## config.mk

```make
export PLATFORM = sky130hd
export DESIGN_NAME = uop_port_dispatch
export DESIGN_NICKNAME = d
export VERILOG_FILES = /design/src/rtl/uop_dispatch_pkg.sv /design/src/rtl/uop_class_map.sv /design/src/rtl/uop_oldest_pick.sv /design/src/rtl/uop_div_track.sv /design/src/rtl/uop_port_dispatch.sv
export SDC_FILE = /design/constraint.sdc
export NUM_CORES = 1
export LEC_CHECK = 0
export ABC_CLOCK_PERIOD_IN_PS = 3900
export BUFFER_PORTS_ARGS = -buffer_cell sky130_fd_sc_hd__buf_4
export CAP_MARGIN = 40
export CORE_MARGIN = 8
export CORE_UTILIZATION = 29
export DETAILED_ROUTE_END_ITERATION = 7
export PLACE_DENSITY = 0.52
export SLEW_MARGIN = 20
export SYNTH_ARGS = -nofsm -noshare
export SYNTH_HDL_FRONTEND = slang
export SYNTH_SLANG_ARGS = --single-unit
```

## constraint.sdc

```tcl
create_clock -name clk -period 3.9 [get_ports clk]
set_input_delay 1.17 -clock clk [delete_from_list [all_inputs] [get_ports clk]]
set_output_delay 1.17 -clock clk [all_outputs]
set_load 0.01 [all_outputs]
```

## src/rtl/uop_dispatch_pkg.sv

```systemverilog
package uop_dispatch_pkg;
  localparam int CLS_W = 4;

  typedef enum logic [CLS_W-1:0] {
    UC_ALU  = 4'd0,
    UC_BR   = 4'd1,
    UC_STD  = 4'd2,
    UC_FMOV = 4'd3,
    UC_FEXE = 4'd4,
    UC_FDIV = 4'd5,
    UC_INT  = 4'd6,
    UC_LOAD = 4'd7,
    UC_STA  = 4'd8
  } uop_cls_e;

  // slot numbering; the first four share ALU work and are filled in this order
  localparam int SL_P0H1 = 0;
  localparam int SL_P0H2 = 1;
  localparam int SL_P1H1 = 2;
  localparam int SL_P1H2 = 3;
  localparam int SL_P2   = 4;
  localparam int SL_P3   = 5;
  localparam int N_SLOT  = 6;
  localparam int N_SHARED = 4;
endpackage

```

## src/rtl/uop_class_map.sv

```systemverilog
module uop_class_map
  import uop_dispatch_pkg::*;
#(
  parameter int WIN = 8
) (
  input  logic [WIN-1:0]            valid_i,
  input  logic [WIN-1:0][CLS_W-1:0] class_i,
  input  logic                      div_busy_i,
  output logic [N_SLOT-1:0][WIN-1:0] elig_o,
  output logic [WIN-1:0]            is_div_o
);
  always_comb begin
    elig_o   = '0;
    is_div_o = '0;
    for (int i = 0; i < WIN; i++) begin
      is_div_o[i] = valid_i[i] && (class_i[i] == UC_FDIV);
      if (valid_i[i]) begin
        unique case (uop_cls_e'(class_i[i]))
          UC_ALU: begin
            elig_o[SL_P0H1][i] = 1'b1;
            elig_o[SL_P0H2][i] = 1'b1;
            elig_o[SL_P1H1][i] = 1'b1;
            elig_o[SL_P1H2][i] = 1'b1;
          end
          UC_BR: begin
            elig_o[SL_P0H1][i] = 1'b1;
            elig_o[SL_P0H2][i] = 1'b1;
          end
          UC_STD, UC_FMOV: elig_o[SL_P0H1][i] = 1'b1;
          UC_FEXE, UC_INT: elig_o[SL_P1H1][i] = 1'b1;
          UC_FDIV:         elig_o[SL_P1H1][i] = !div_busy_i;
          UC_LOAD:         elig_o[SL_P2][i]   = 1'b1;
          UC_STA:          elig_o[SL_P3][i]   = 1'b1;
          default: ;
        endcase
      end
    end
  end
endmodule

```

## src/rtl/uop_oldest_pick.sv

```systemverilog
module uop_oldest_pick #(
  parameter int WIN   = 8,
  parameter int AGE_W = 3
) (
  input  logic [WIN-1:0]            cand_i,
  input  logic [WIN-1:0][AGE_W-1:0] age_i,
  output logic [WIN-1:0]            grant_o
);
  localparam int IDX_W = (WIN > 1) ? $clog2(WIN) : 1;

  logic             found;
  logic [IDX_W-1:0] best_idx;
  logic [AGE_W-1:0] best_age;

  always_comb begin
    found    = 1'b0;
    best_idx = '0;
    best_age = '0;
    for (int i = 0; i < WIN; i++) begin
      if (cand_i[i] && (!found || (age_i[i] < best_age))) begin
        found    = 1'b1;
        best_idx = IDX_W'(i);
        best_age = age_i[i];
      end
    end
    grant_o = '0;
    if (found) grant_o[best_idx] = 1'b1;
  end
endmodule

```

## src/rtl/uop_div_track.sv

```systemverilog
module uop_div_track #(
  parameter int DIV_BUSY = 3
) (
  input  logic clk,
  input  logic rst_n,
  input  logic div_gnt_i,
  output logic busy_o
);
  localparam int CNT_W = $clog2(DIV_BUSY + 1);

  logic [CNT_W-1:0] cnt_q, cnt_d;
  logic             cnt_en;

  always_comb begin
    cnt_d  = cnt_q;
    cnt_en = 1'b0;
    if (div_gnt_i) begin
      cnt_d  = CNT_W'(DIV_BUSY);
      cnt_en = 1'b1;
    end else if (cnt_q != '0) begin
      cnt_d  = cnt_q - 1'b1;
      cnt_en = 1'b1;
    end
  end

  always_ff @(posedge clk or negedge rst_n) begin
    if (!rst_n)      cnt_q <= '0;
    else if (cnt_en) cnt_q <= cnt_d;
  end

  assign busy_o = (cnt_q != '0);
endmodule

```

## src/rtl/uop_port_dispatch.sv

```systemverilog
module uop_port_dispatch
  import uop_dispatch_pkg::*;
#(
  parameter int WIN      = 8,
  parameter int AGE_W    = 3,
  parameter int DIV_BUSY = 3
) (
  input  logic                      clk,
  input  logic                      rst_n,
  input  logic [WIN-1:0]            ent_valid,
  input  logic [WIN-1:0][3:0]       ent_class,
  input  logic [WIN-1:0][AGE_W-1:0] ent_age,
  output logic [WIN-1:0]            gnt_p0_h1,
  output logic [WIN-1:0]            gnt_p0_h2,
  output logic [WIN-1:0]            gnt_p1_h1,
  output logic [WIN-1:0]            gnt_p1_h2,
  output logic [WIN-1:0]            gnt_p2,
  output logic [WIN-1:0]            gnt_p3,
  output logic                      div_busy
);
  // reset: asserted asynchronously, released on the clock
  logic rst_meta_q, rst_sync_n;
  always_ff @(posedge clk or negedge rst_n) begin
    if (!rst_n) begin
      rst_meta_q <= 1'b0;
      rst_sync_n <= 1'b0;
    end else begin
      rst_meta_q <= 1'b1;
      rst_sync_n <= rst_meta_q;
    end
  end

  logic [N_SLOT-1:0][WIN-1:0]   elig;
  logic [WIN-1:0]               is_div;
  logic [N_SLOT-1:0][WIN-1:0]   pick;
  logic [N_SHARED:0][WIN-1:0]   taken;
  logic [N_SLOT-1:0][WIN-1:0]   gnt_q;
  logic                         div_gnt_d;
  logic                         gnt_en;

  uop_class_map #(.WIN(WIN)) u_map (
    .valid_i    (ent_valid),
    .class_i    (ent_class),
    .div_busy_i (div_busy),
    .elig_o     (elig),
    .is_div_o   (is_div)
  );

  // chained slots: each one sees only what earlier slots left
  assign taken[0] = '0;
  for (genvar s = 0; s < N_SHARED; s++) begin : g_shared
    uop_oldest_pick #(.WIN(WIN), .AGE_W(AGE_W)) u_pick (
      .cand_i  (elig[s] & ~taken[s]),
      .age_i   (ent_age),
      .grant_o (pick[s])
    );
    assign taken[s+1] = taken[s] | pick[s];
  end

  // memory ports have disjoint classes and pick independently
  for (genvar s = N_SHARED; s < N_SLOT; s++) begin : g_mem
    uop_oldest_pick #(.WIN(WIN), .AGE_W(AGE_W)) u_pick (
      .cand_i  (elig[s]),
      .age_i   (ent_age),
      .grant_o (pick[s])
    );
  end

  assign div_gnt_d = |(pick[SL_P1H1] & is_div);
  assign gnt_en    = 1'b1;

  uop_div_track #(.DIV_BUSY(DIV_BUSY)) u_div (
    .clk       (clk),
    .rst_n     (rst_sync_n),
    .div_gnt_i (div_gnt_d),
    .busy_o    (div_busy)
  );

  always_ff @(posedge clk or negedge rst_sync_n) begin
    if (!rst_sync_n)  gnt_q <= '0;
    else if (gnt_en)  gnt_q <= pick;
  end

  assign gnt_p0_h1 = gnt_q[SL_P0H1];
  assign gnt_p0_h2 = gnt_q[SL_P0H2];
  assign gnt_p1_h1 = gnt_q[SL_P1H1];
  assign gnt_p1_h2 = gnt_q[SL_P1H2];
  assign gnt_p2    = gnt_q[SL_P2];
  assign gnt_p3    = gnt_q[SL_P3];
endmodule

```

---- After elaboration in Yosys (flattened, before gate mapping) ----
Cells that the tools add are included.
operators by class
  $add $sub $neg .......................... 1
  magnitude comparators ................... 54
  equality and inequality tests ........... 64
  muxes and demuxes ....................... 250
  bitwise logic cells ..................... 9
  reduce and logical (&&, ||, !) cells .... 177
operators with widths
  operator                                                                              number
  3-bit two-way mux                                                                     66
  1-bit two-way mux                                                                     150
  4-bit by 3-bit equality test with 1-bit output (second input constant)                32
  3-bit < comparator                                                                    42
  4-bit by 2-bit equality test with 1-bit output (second input constant)                16
  1-bit logical AND                                                                     56
  8-bit two-way mux                                                                     6
  1-bit logical NOT                                                                     43
  1-bit logical OR                                                                      42
  8-bit bitwise AND                                                                     4
  4-bit by 1-bit equality test with 1-bit output (second input constant)                8
  4-bit equality test (second input constant)                                           8
  4-bit logical NOT                                                                     8
  4-bit OR reduction                                                                    8
  2-bit two-way mux                                                                     14
  3-bit by 4-bit < comparator with 1-bit output (second input constant)                 6
  8-bit inverter                                                                        3
  3-bit OR reduction                                                                    8
  1-bit demux with 3-bit select                                                         6
  3-bit by 1-bit greater-or-equal comparator with 1-bit output (second input constant)  6
  8-bit OR                                                                              2
  1-bit case mux with 2 select lines                                                    8
  2-bit OR reduction                                                                    8
  8-bit OR reduction                                                                    1
  other kinds (3)                                                                       4
word-level totals
  flip-flop bits (word level) ............. 52
  bits of input ports ..................... 66
  output and inout bits ................... 49
  word-level logic and storage cells ...... 564

---- Logic depth before layout (Yosys ltp) ----
Gate-level depths: netlist of run 1.
  depth in word-level cells ............... 148
  mapped depth ............................ 208
  depth with buffers taken out ............ 208

---- Hierarchy ----
Synthesis of run 1 repeated with hierarchy kept, for this count alone.
unflattened totals
  cell total of the unflattened synthesis .. 1130
  area, all modules ....................... 9262.6 um^2
modules (own cells, without submodules)
  module                                 times used  cells each  area each (um^2)  sequential area each (um^2)
  uop_oldest_pick (g_mem[4].u_pick ...)  5           154         1187.4            0.0
  uop_port_dispatch                      1           80          1524.0            1251.2
  uop_oldest_pick (g_shared[0].u_pick)   1           163         1149.9            0.0
  uop_class_map                          1           106         541.8             0.0
  uop_div_track                          1           11          110.1             50.0

---- Least setup slack after synthesis of run 1 ----
No wires, ideal clock.
  path type ............................... input to register
  start point ............................. input ent_class[3] in the netlist's numbering
  end point ............................... register gnt_q (netlist bit gnt_p1_h2[0])
  data arrival time ....................... 37.207 ns
  data required time ...................... 3.772 ns
  setup slack ............................. -33.435 ns
  stages .................................. 193
  path buffers ............................ 0
  cell sequence ........................... nor3b_2 > nand2_1 > ha_1 > a21oi_1 > o21a_1 > nor2_1 > nor2_1 > nand2_1 > o21ai_0 > inv_1 > ha_1 > a21oi_1 > nand2_1 > a211oi_1 > nor3_1 > o21ai_0 > inv_1 > ha_1 > [... 157 more ...] > o22ai_1 > o211ai_1 > a21boi_1 > inv_1 > a31oi_1 > ha_1 > o21ai_0 > nand2b_1 > a21oi_2 > o21bai_1 > mux2_1 > ha_1 > nor3_1 > o21ai_0 > a221o_1 > and2_4 > o21ai_4 > nor3_1
on the way
  word-level cells in the longest chain between the ends .. 148
ends and longest elaborated chain
  item                                                                                                                                                        RTL line                 source
  from (decl)                                                                                                                                                 uop_port_dispatch.sv:11  input logic [WIN-1:0][3:0] ent_class,
  4-bit by 2-bit equality test with 1-bit output (tied with other cells)                                                                                      uop_class_map.sv:18      unique case (uop_cls_e'(class_i[i]))
  4-bit OR reduction (no source line)                                                                                                                         -
  1-bit two-way mux                                                                                                                                           uop_class_map.sv:18
  1-bit two-way mux                                                                                                                                           uop_class_map.sv:17      if (valid_i[i]) begin
  3-bit two-way mux / 1-bit two-way mux (equally long branches)                                                                                               uop_oldest_pick.sv:20    if (cand_i[i] && (!found || (age_i[i] < best_age))) begin
  3-bit < comparator / 1-bit logical NOT (equally long branches)                                                                                              uop_oldest_pick.sv:20
  1-bit logical OR                                                                                                                                            uop_oldest_pick.sv:20
  1-bit logical AND                                                                                                                                           uop_oldest_pick.sv:20
  [... 133 more ...]                                                                                                                                          -
  1-bit logical AND                                                                                                                                           uop_oldest_pick.sv:20
  3-bit two-way mux                                                                                                                                           uop_oldest_pick.sv:20
  3-bit by 4-bit < comparator with 1-bit output (not written as such) / 3-bit by 1-bit greater-or-equal comparator with 1-bit output (equally long branches)  uop_oldest_pick.sv:27    if (found) grant_o[best_idx] = 1'b1;
  1-bit logical AND (not written as such)                                                                                                                     uop_oldest_pick.sv:27
  1-bit two-way mux (not written as such)                                                                                                                     uop_oldest_pick.sv:27
  1-bit demux with 3-bit select                                                                                                                               -
  8-bit two-way mux *                                                                                                                                         uop_oldest_pick.sv:27
  via g_shared[3].u_pick.grant_o[0]                                                                                                                           uop_oldest_pick.sv:7     output logic [WIN-1:0] grant_o
  to (signal assigned)                                                                                                                                        uop_port_dispatch.sv:81  else if (gnt_en) gnt_q <= pick;
  to (decl)                                                                                                                                                   uop_port_dispatch.sv:37  logic [N_SLOT-1:0][WIN-1:0] gnt_q;
Mark *: on every way through the listed nets, which the timed path passes. The rest lies on a longest branch.
A chain may end at the register's enable or synchronous reset.

---- Worst setup path in the final report of run 1 ----
  start point ............................. input ent_class[2] in the netlist's numbering
  end point ............................... register gnt_q (netlist bit gnt_p1_h2[1])
Same word-level chain as after synthesis.

==> results.md, run 1 <==
- Status: finished with violations
- Violated checks: negative setup slack
- DR vias/cell: 5.27
- Ys async rst share: 100%
- RSZ-0062 raised after global routing: yes
- Initial antenna violation count: 0
- Mean area per synthesized cell: 7.53 sq um
- Post-route setup slack: -31.28 ns
- Yosys top cell area share: 15.6%
- Global-route wire length before repair: 66800 microns
- Worst Path Arrival: 35.38 ns
- Max-cap violations: 0
- Htree depth: 2
- Largest stage delay, worst path: 0.51 ns
- Syn Std Cell Area: 8340 sq um
- Worst reg2reg path depth: 106
- Slew headroom: 54.0%
- Remaining global-route overflow: 0
- Fillers: 2461
- Die area: 34400 sq um
- Placed Area: 14500 sq um
- Met2 wire length: 20600 microns
- Total routed wirelength: 45700 microns
- Static Leak: 8.30 nW
- Largest family of logic cells by synthesized area: compound AO/OA/AOI/OAI gates
- CTS buffer count: 5
- Dpl hpwl: 35100 microns
- Layout cells sized above 1: 61.3%
- Antenna fix cells: 0
- WHS: 0.360 ns
- Vias in the first global route: 12256
- Row count: 62
- Startpoint class of the critical path: input port
- Hold Crit Start: rst_meta_q
- Die W: 186 microns
- Worst Setup End Kind: register
- Final ANT Viol Nets: 0
- Total power: 3.51 mW
- DRC errors left: 0
- Hold Path Class: register to register
- Ports: 115
- Yosys warnings: 0
- Clock Latency Late Sink: 0.32 ns
- Register area share after synthesis: 15.6%
- IO Port Bufs: 114
- XOR/XNOR Fraction of Synth Area: 0.105%
- Clock Skew: 0.0155 ns
- Max FO, Critical Path: 6
- Root Buffer: clkbuf_16
- Simple-gate share of the synthesized area: 28.6%
- Mapped Cells: 1108
- Detailed Routing Iterations Pass 1: 7
- Critical R2R Capture: gnt_p1_h2[1]
- Setup TNS: -724.64 ns
- Clock Tree Buf Depth: 2
- EDFF count, synth: 0
- Hold depth: 0
- Synthesized netlist net count: 1259
- Critical Path Slowest Stage Cell: or4b_4
- FF+latch count, synth: 52
- Initial Util: 29.2%
- Worst Hold End: rst_sync_n
- Fin. max-slew vios: 0
- Routed vias: 12413
- Setup slack, reg-to-reg: -14.78 ns
- Iteration-0 DRC Markers: 880
- Critical path class: input port to register
- Mux cell area share after synthesis: 3.08%
- Wire length on met3: 3080 microns
- GPL Wtd Cong: 0.937
- Core ar.: 28500 sq um
- Final Util: 61.4%
- Reg area: 1300 sq um
- CP Data Required Time: 4.10 ns
- Power density over the cells: 200 nW/um^2
- Critical Path Start: ent_class[2]
- GRT Util Overall: 25.2%
- Maximum vdd drop: 176 uV
- Post-route cell area: 17500 sq um
- Overall die height: 186 microns
- Highest metal used: met4
- Fin crit period: 35.18 ns
- Distinct cells, synth: 110
- Routed len/inst: 19.4 microns
- Most used DFF post-synth: dfrtp_1
- Fmax: 28.4 MHz
- Worst R2R Start: u_div.cnt_q[0]
- Clock sink count: 52
- Clk slew on worst S/H paths: 0.08 ns
- Setup violations, final: 50
- Tcrit/Tclk final: 902%
- TritonCTS clock tree: done
- Post-synthesis adder-cell area fraction: 12.8%
- Final Hold Fails: 0
- Nets: 2123
- Top post-synthesis cells by area: dfrtp_1 16%, ha_1 13%, nand2_1 4.7%
- Most used cell, CP: buf_4
- Pin count of the biggest net entering global routing: 51
- Worst slew pin tran: 0.690 ns
- M1 WL: 19200 microns
- Area grow syn2layout: 110%
- Synth Area in Compound Gates: 35.6%
- Multi-input gate area: 8470 sq um
- Yosys top cell by area: dfrtp_1
==> synth_stat cells, types with 11 or more instances <==
library cell,instances
inv_1,72
nor4_1,13
nor2_1,100
nand4_1,12
o21bai_1,11
nand3_1,36
and2_1,16
mux2i_1,20
dfrtp_1,52
nor2b_1,17
a21o_1,37
ha_1,85
o21a_1,22
o211ai_1,21
and3_1,13
o31ai_1,11
o21ai_0,66
nor3_1,35
a21oi_1,76
clkbuf_1,12
a31oi_1,22
nand2b_1,22
a211oi_1,22
nand2_1,104
==> what timing repair did <==
item,in CTS,in global routing
endpoints found under the setup margin,50,50
pin swaps,133,136
gates resized for setup,142,155
hold buffers,0,0
setup buffers,150,67
==> how the worst max path moves through the flow <==
| stage | to | slack [ns] | cells past startpoint |
|---|---|---|---|
| 2_1_floorplan | gnt_p1_h2[3] | -30.14 | 198 |
| 3_3_place_gp | gnt_p1_h2[4] | -31.35 | 202 |
| 3_5_place_dp | gnt_p1_h2[4] | -32.17 | 197 |
| 4_1_cts | gnt_p1_h2[3] | -30.63 | 197 |
| 5_1_grt | gnt_p1_h2[1] | -33.17 | 199 |
| 6_report | gnt_p1_h2[1] | -31.28 | 202 |
==> per-layer routing <==
| metal | up-vias | track usage, % |
|---|---|---|
| li1 | 5970 | - |
| met2 | 461 | 40.9 |
| met1 | 5851 | 31.5 |
| met5 | - | 0 |
| met3 | 131 | 3.69 |
| met4 | 0 | 14.3 |
==> registers in the layout (all words and copies together), names as in the netlist <==
register,count
gnt_p0_h1,8
gnt_p0_h2,8
gnt_p1_h1,8
gnt_p1_h2,8
gnt_p2,8
gnt_p3,8
u_div.cnt_q,2
rst_meta_q,1
rst_sync_n,1
==> worst max-delay path: cells and delay by family <==
kind | cells | cell delay, ns
AO/OA/AOI/OAI | 91 | 15.44
adder cells (fa/ha/maj) | 26 | 6.56
buffers and inverters | 30 | 3.22
multiplexers | 9 | 2.53
AND/OR/NAND/NOR | 46 | 6.32
==> placed cells by master, fill, tap and decap left out, drive strengths merged, types with 8 or more instances in the layout <==
cell	n
o21ai	76
nand4	12
inv	74
nor3	37
or2	9
o21bai	11
o21a	22
or3b	8
nor2b	17
nand2	104
or3	11
o211ai	21
o31a	9
ha	85
a31oi	25
a211o	9
nor2	100
a21oi	78
buf	874
dfrtp	52
a21boi	10
nand2b	22
nor4	15
nor3b	13
a211oi	24
mux2i	20
and3	14
a21o	37
and2	17
nand3	37
o31ai	12
==> report_power, final <==
group | internal [mW] | switching (mW) | total [mW]
combinational | 1.26 | 1.16 | 2.42
clock | 0.245 | 0.253 | 0.498
sequential | 0.580 | 0.0140 | 0.594
==> through the flow <==
step,cells,setup WS [ns]
3_3_place_gp,2142,-31.35
4_1_cts,2298,-30.63
6_report,2357,-31.28
2_1_floorplan,1108,-30.14
5_1_grt,2357,-33.17
3_5_place_dp,2142,-32.17
==> cells by family after synthesis <==
| family | Yosys count |
|---|---|
| multiplexers | 25 |
| AND/OR/NAND/NOR | 442 |
| XOR/XNOR | 1 |
| buffers and inverters | 91 |
| adder cells (fa/ha/maj) | 85 |
| other | 1 |
| AO/OA/AOI/OAI | 411 |
| flip-flops | 52 |
==> layout make-up <==
cell class / count / area share, %
clock buffers: 5 / 0.714
clock inverters: 3 / 0.157
inverters: 74 / 1.61
multi-input cells: 965 / 48.4
flip-flops and latches: 52 / 7.44
well taps: 384 / 2.74
repair buffers: 874 / 39.0
Power figures use the tool's default switching activity.
==> run 2: changes to the inputs <==
--- a/config.mk
+++ b/config.mk
@@ -10,6 +10,7 @@
 export CAP_MARGIN = 40
 export CORE_MARGIN = 8
 export CORE_UTILIZATION = 29
+export CTS_BUF_LIST = sky130_fd_sc_hd__clkbuf_4 sky130_fd_sc_hd__clkbuf_8
 export DETAILED_ROUTE_END_ITERATION = 7
 export PLACE_DENSITY = 0.52
 export SLEW_MARGIN = 20
==> run 2 against run 1 <==
  * The run still ends with negative setup slack left
  * Routed wire length shrank 0.20%
  * Maximum frequency increased by 0.32%
  * Total power is 3.4% lower
  * Critical path type unchanged
  * Largest cell class unchanged
==> results.md, run 2 (synthesized netlist as in run 1, its figures left out) <==
- Largest stage delay, worst path: 0.51 ns (about the same)
- Global-route wire length before repair: 66800 microns (about the same)
- Routed vias: 12382 (-0.25%)
- Clock Power Share: 11.0% (-3.2 points)
- GRT Util Overall: 25.2% (about the same)
- Detailed Routing Iterations Pass 1: 7 (unchanged)
- Most frequent cells in the layout: 806 x buf_4, 87 x nand2_1, 73 x nor2_1
- Layout cells sized above 1: 61.4% (+0.16 points)
- Worst slew pin tran: 0.698 ns (+0.00762 ns)
- Slew headroom: 53.1% (-0.87 points)
- Post-route setup slack: -31.17 ns (+0.111 ns)
- IO Port Bufs: 114 (unchanged)
- Total routed wirelength: 45600 microns (-0.20%)
- Root Buffer: clkbuf_8
- Maximum vdd drop: 136 uV (-23%)
- Cell family with most CP delay: compound AO/OA/AOI/OAI gates
- Max FO, Critical Path: 6 (unchanged)
- Static Leak: 8.25 nW (-0.57%)
- Clk slew on worst S/H paths: 0.12 ns (+0.04 ns)
- Violated checks: negative setup slack
- Remaining global-route overflow: 0 (unchanged)
- Clock Skew: 0.0274 ns (+0.0119 ns)
- Ports: 115 (unchanged)
- Initial Util: 29.2% (unchanged)
- Iteration-0 DRC Markers: 971 (+10%)
- Area grow syn2layout: 109%
- DR vias/cell: 5.26 (about the same)
- Hold Path Class: register to register
- TritonCTS clock tree: done
- Clock Tree Buf Depth: 2 (unchanged)
- Sequential share of power: 17.5% (+0.6 points)
- Worst Path Arrival: 35.31 ns (-0.07 ns)
- WHS: 0.369 ns (+0.00971 ns)
- Max-cap violations: 0 (unchanged)
- Most common cell after layout, fill and taps aside: buf_4
- Startpoint class of the critical path: input port
- Fin. max-slew vios: 0 (unchanged)
- Pin count of the biggest net entering global routing: 51 (unchanged)
- Setup TNS: -721.69 ns (+2.95 ns)
- Worst Setup End Kind: register
- Clock sink count: 52 (unchanged)
- Antenna fix cells: 0 (unchanged)
- GPL Wtd Cong: 0.937 (unchanged)
- Initial antenna violation count: 0 (unchanged)
- Vias in the first global route: 12253 (-0.024%)
- Status: finished with violations
- Final ANT Viol Nets: 0 (unchanged)
- Final Hold Fails: 0 (unchanged)
- Dpl hpwl: 35100 microns (unchanged)
- Overall die height: 186 microns (unchanged)
- Most used cell, CP: buf_4
- Die W: 186 microns (unchanged)
- Setup violations, final: 50 (unchanged)
- CP Data Required Time: 4.14 ns (+0.04 ns)
- Fin crit period: 35.07 ns (-0.111 ns)
- Core ar.: 28500 sq um (unchanged)
- Fmax: 28.5 MHz (+0.32%)
- Comb pwr share: 71.4% (+2.5 points)
- Critical path class: input port to register
- Routed len/inst: 19.4 microns (about the same)
- Clock Latency Late Sink: 0.36 ns (+0.04 ns)
- Buf+Inv Stages, Crit Path: 42 (+40%)
- RSZ-0062 raised after global routing: yes
- Nets: 2118 (-0.24%)
- Hold-fix buffers, CTS: 0 (unchanged)
- Tcrit/Tclk final: 899% (-2.8 points)
- CTS buffer count: 5 (unchanged)
- Sw Ratio: 41.9% (+1.2 points)
- Cell internal pwr: 1.97 mW (-5.4%)
- Die area: 34400 sq um (unchanged)
- Row count: 62 (unchanged)
- Sw power: 1.42 mW (-0.57%)
- Htree depth: 2 (unchanged)
- Power density over the cells: 194 nW/um^2 (-3.0%)
- DRC errors left: 0 (unchanged)
- Critical Path Slowest Stage Cell: or4b_4
## run 2: cell count changes in the layout (fill, tap and decap cells not counted), sizes merged
cell,change
buf,-5
## run 2: final cells by class
cell class	count	area (sq um)
Timing Repair Buffer	869	6770
Inverter	74	283
Clock inverter	3	27.5
Sequential cell	52	1300
Fill cell	2488	11100
Clock buffer	5	68.8
Multi-Input combinational cell	965	8510
Tap cell	384	480
## run 2: per-layer routing
layer  part of all wire [%]  up-vias  wire (microns)  GRT usage, %
met2                     46      440           20800          41.0
met3                    6.5      123            2950          3.63
met4                    5.8        0            2660          14.0
met5                      0        -               0             0
met1                     42     5864           19100          31.5
li1                       -     5955               -             -
## run 2: per-stage QoR
stage	setup WS [ns]	utilization, %	power, mW	std cells	cell area (sq um)
final	-31.17	61.1	3.39	2352	17400
after global routing	-33.09	61.1	3.59	2352	17400
after CTS	-30.58	57.3	3.16	2299	16400
after detailed placement	-32.17	50.8	2.49	2142	14500
after global placement	-31.35	50.8	2.47	2142	14500
after floorplan	-30.14	-	1.48	1108	9100
## run 2: power by group through the flow
stage / sequential [mW] / clock, mW / combinational (mW)
2_1_floorplan: 0.627 / 0 / 0.850
3_3_place_gp: 0.604 / 0 / 1.86
3_5_place_dp: 0.604 / 0 / 1.89
4_1_cts: 0.595 / 0.397 / 2.17
5_1_grt: 0.599 / 0.409 / 2.58
6_report: 0.594 / 0.374 / 2.42
## run 2: final timing paths
kind | start | endpoint | slack, ns | cells past startpoint
worst min register to register | rst_meta_q | rst_sync_n | 0.37 | 0
worst min-delay path | rst_meta_q | rst_sync_n | 0.37 | 0
worst max-delay path | ent_class[2] | gnt_p1_h2[0] | -31.17 | 204
worst max register to register | u_div.cnt_q[0] | gnt_p1_h2[0] | -14.75 | 107
min in group asynchronous | rst_sync_n | gnt_p1_h2[4] | 0.39 | 1
max in group asynchronous | rst_sync_n | gnt_p0_h1[1] | 3.03 | 1
## run 2: timing repair
action,CTS,global route
setup buffers,151,60
pin swaps,133,130
resized for setup,141,158
setup endpoints to repair,50,50
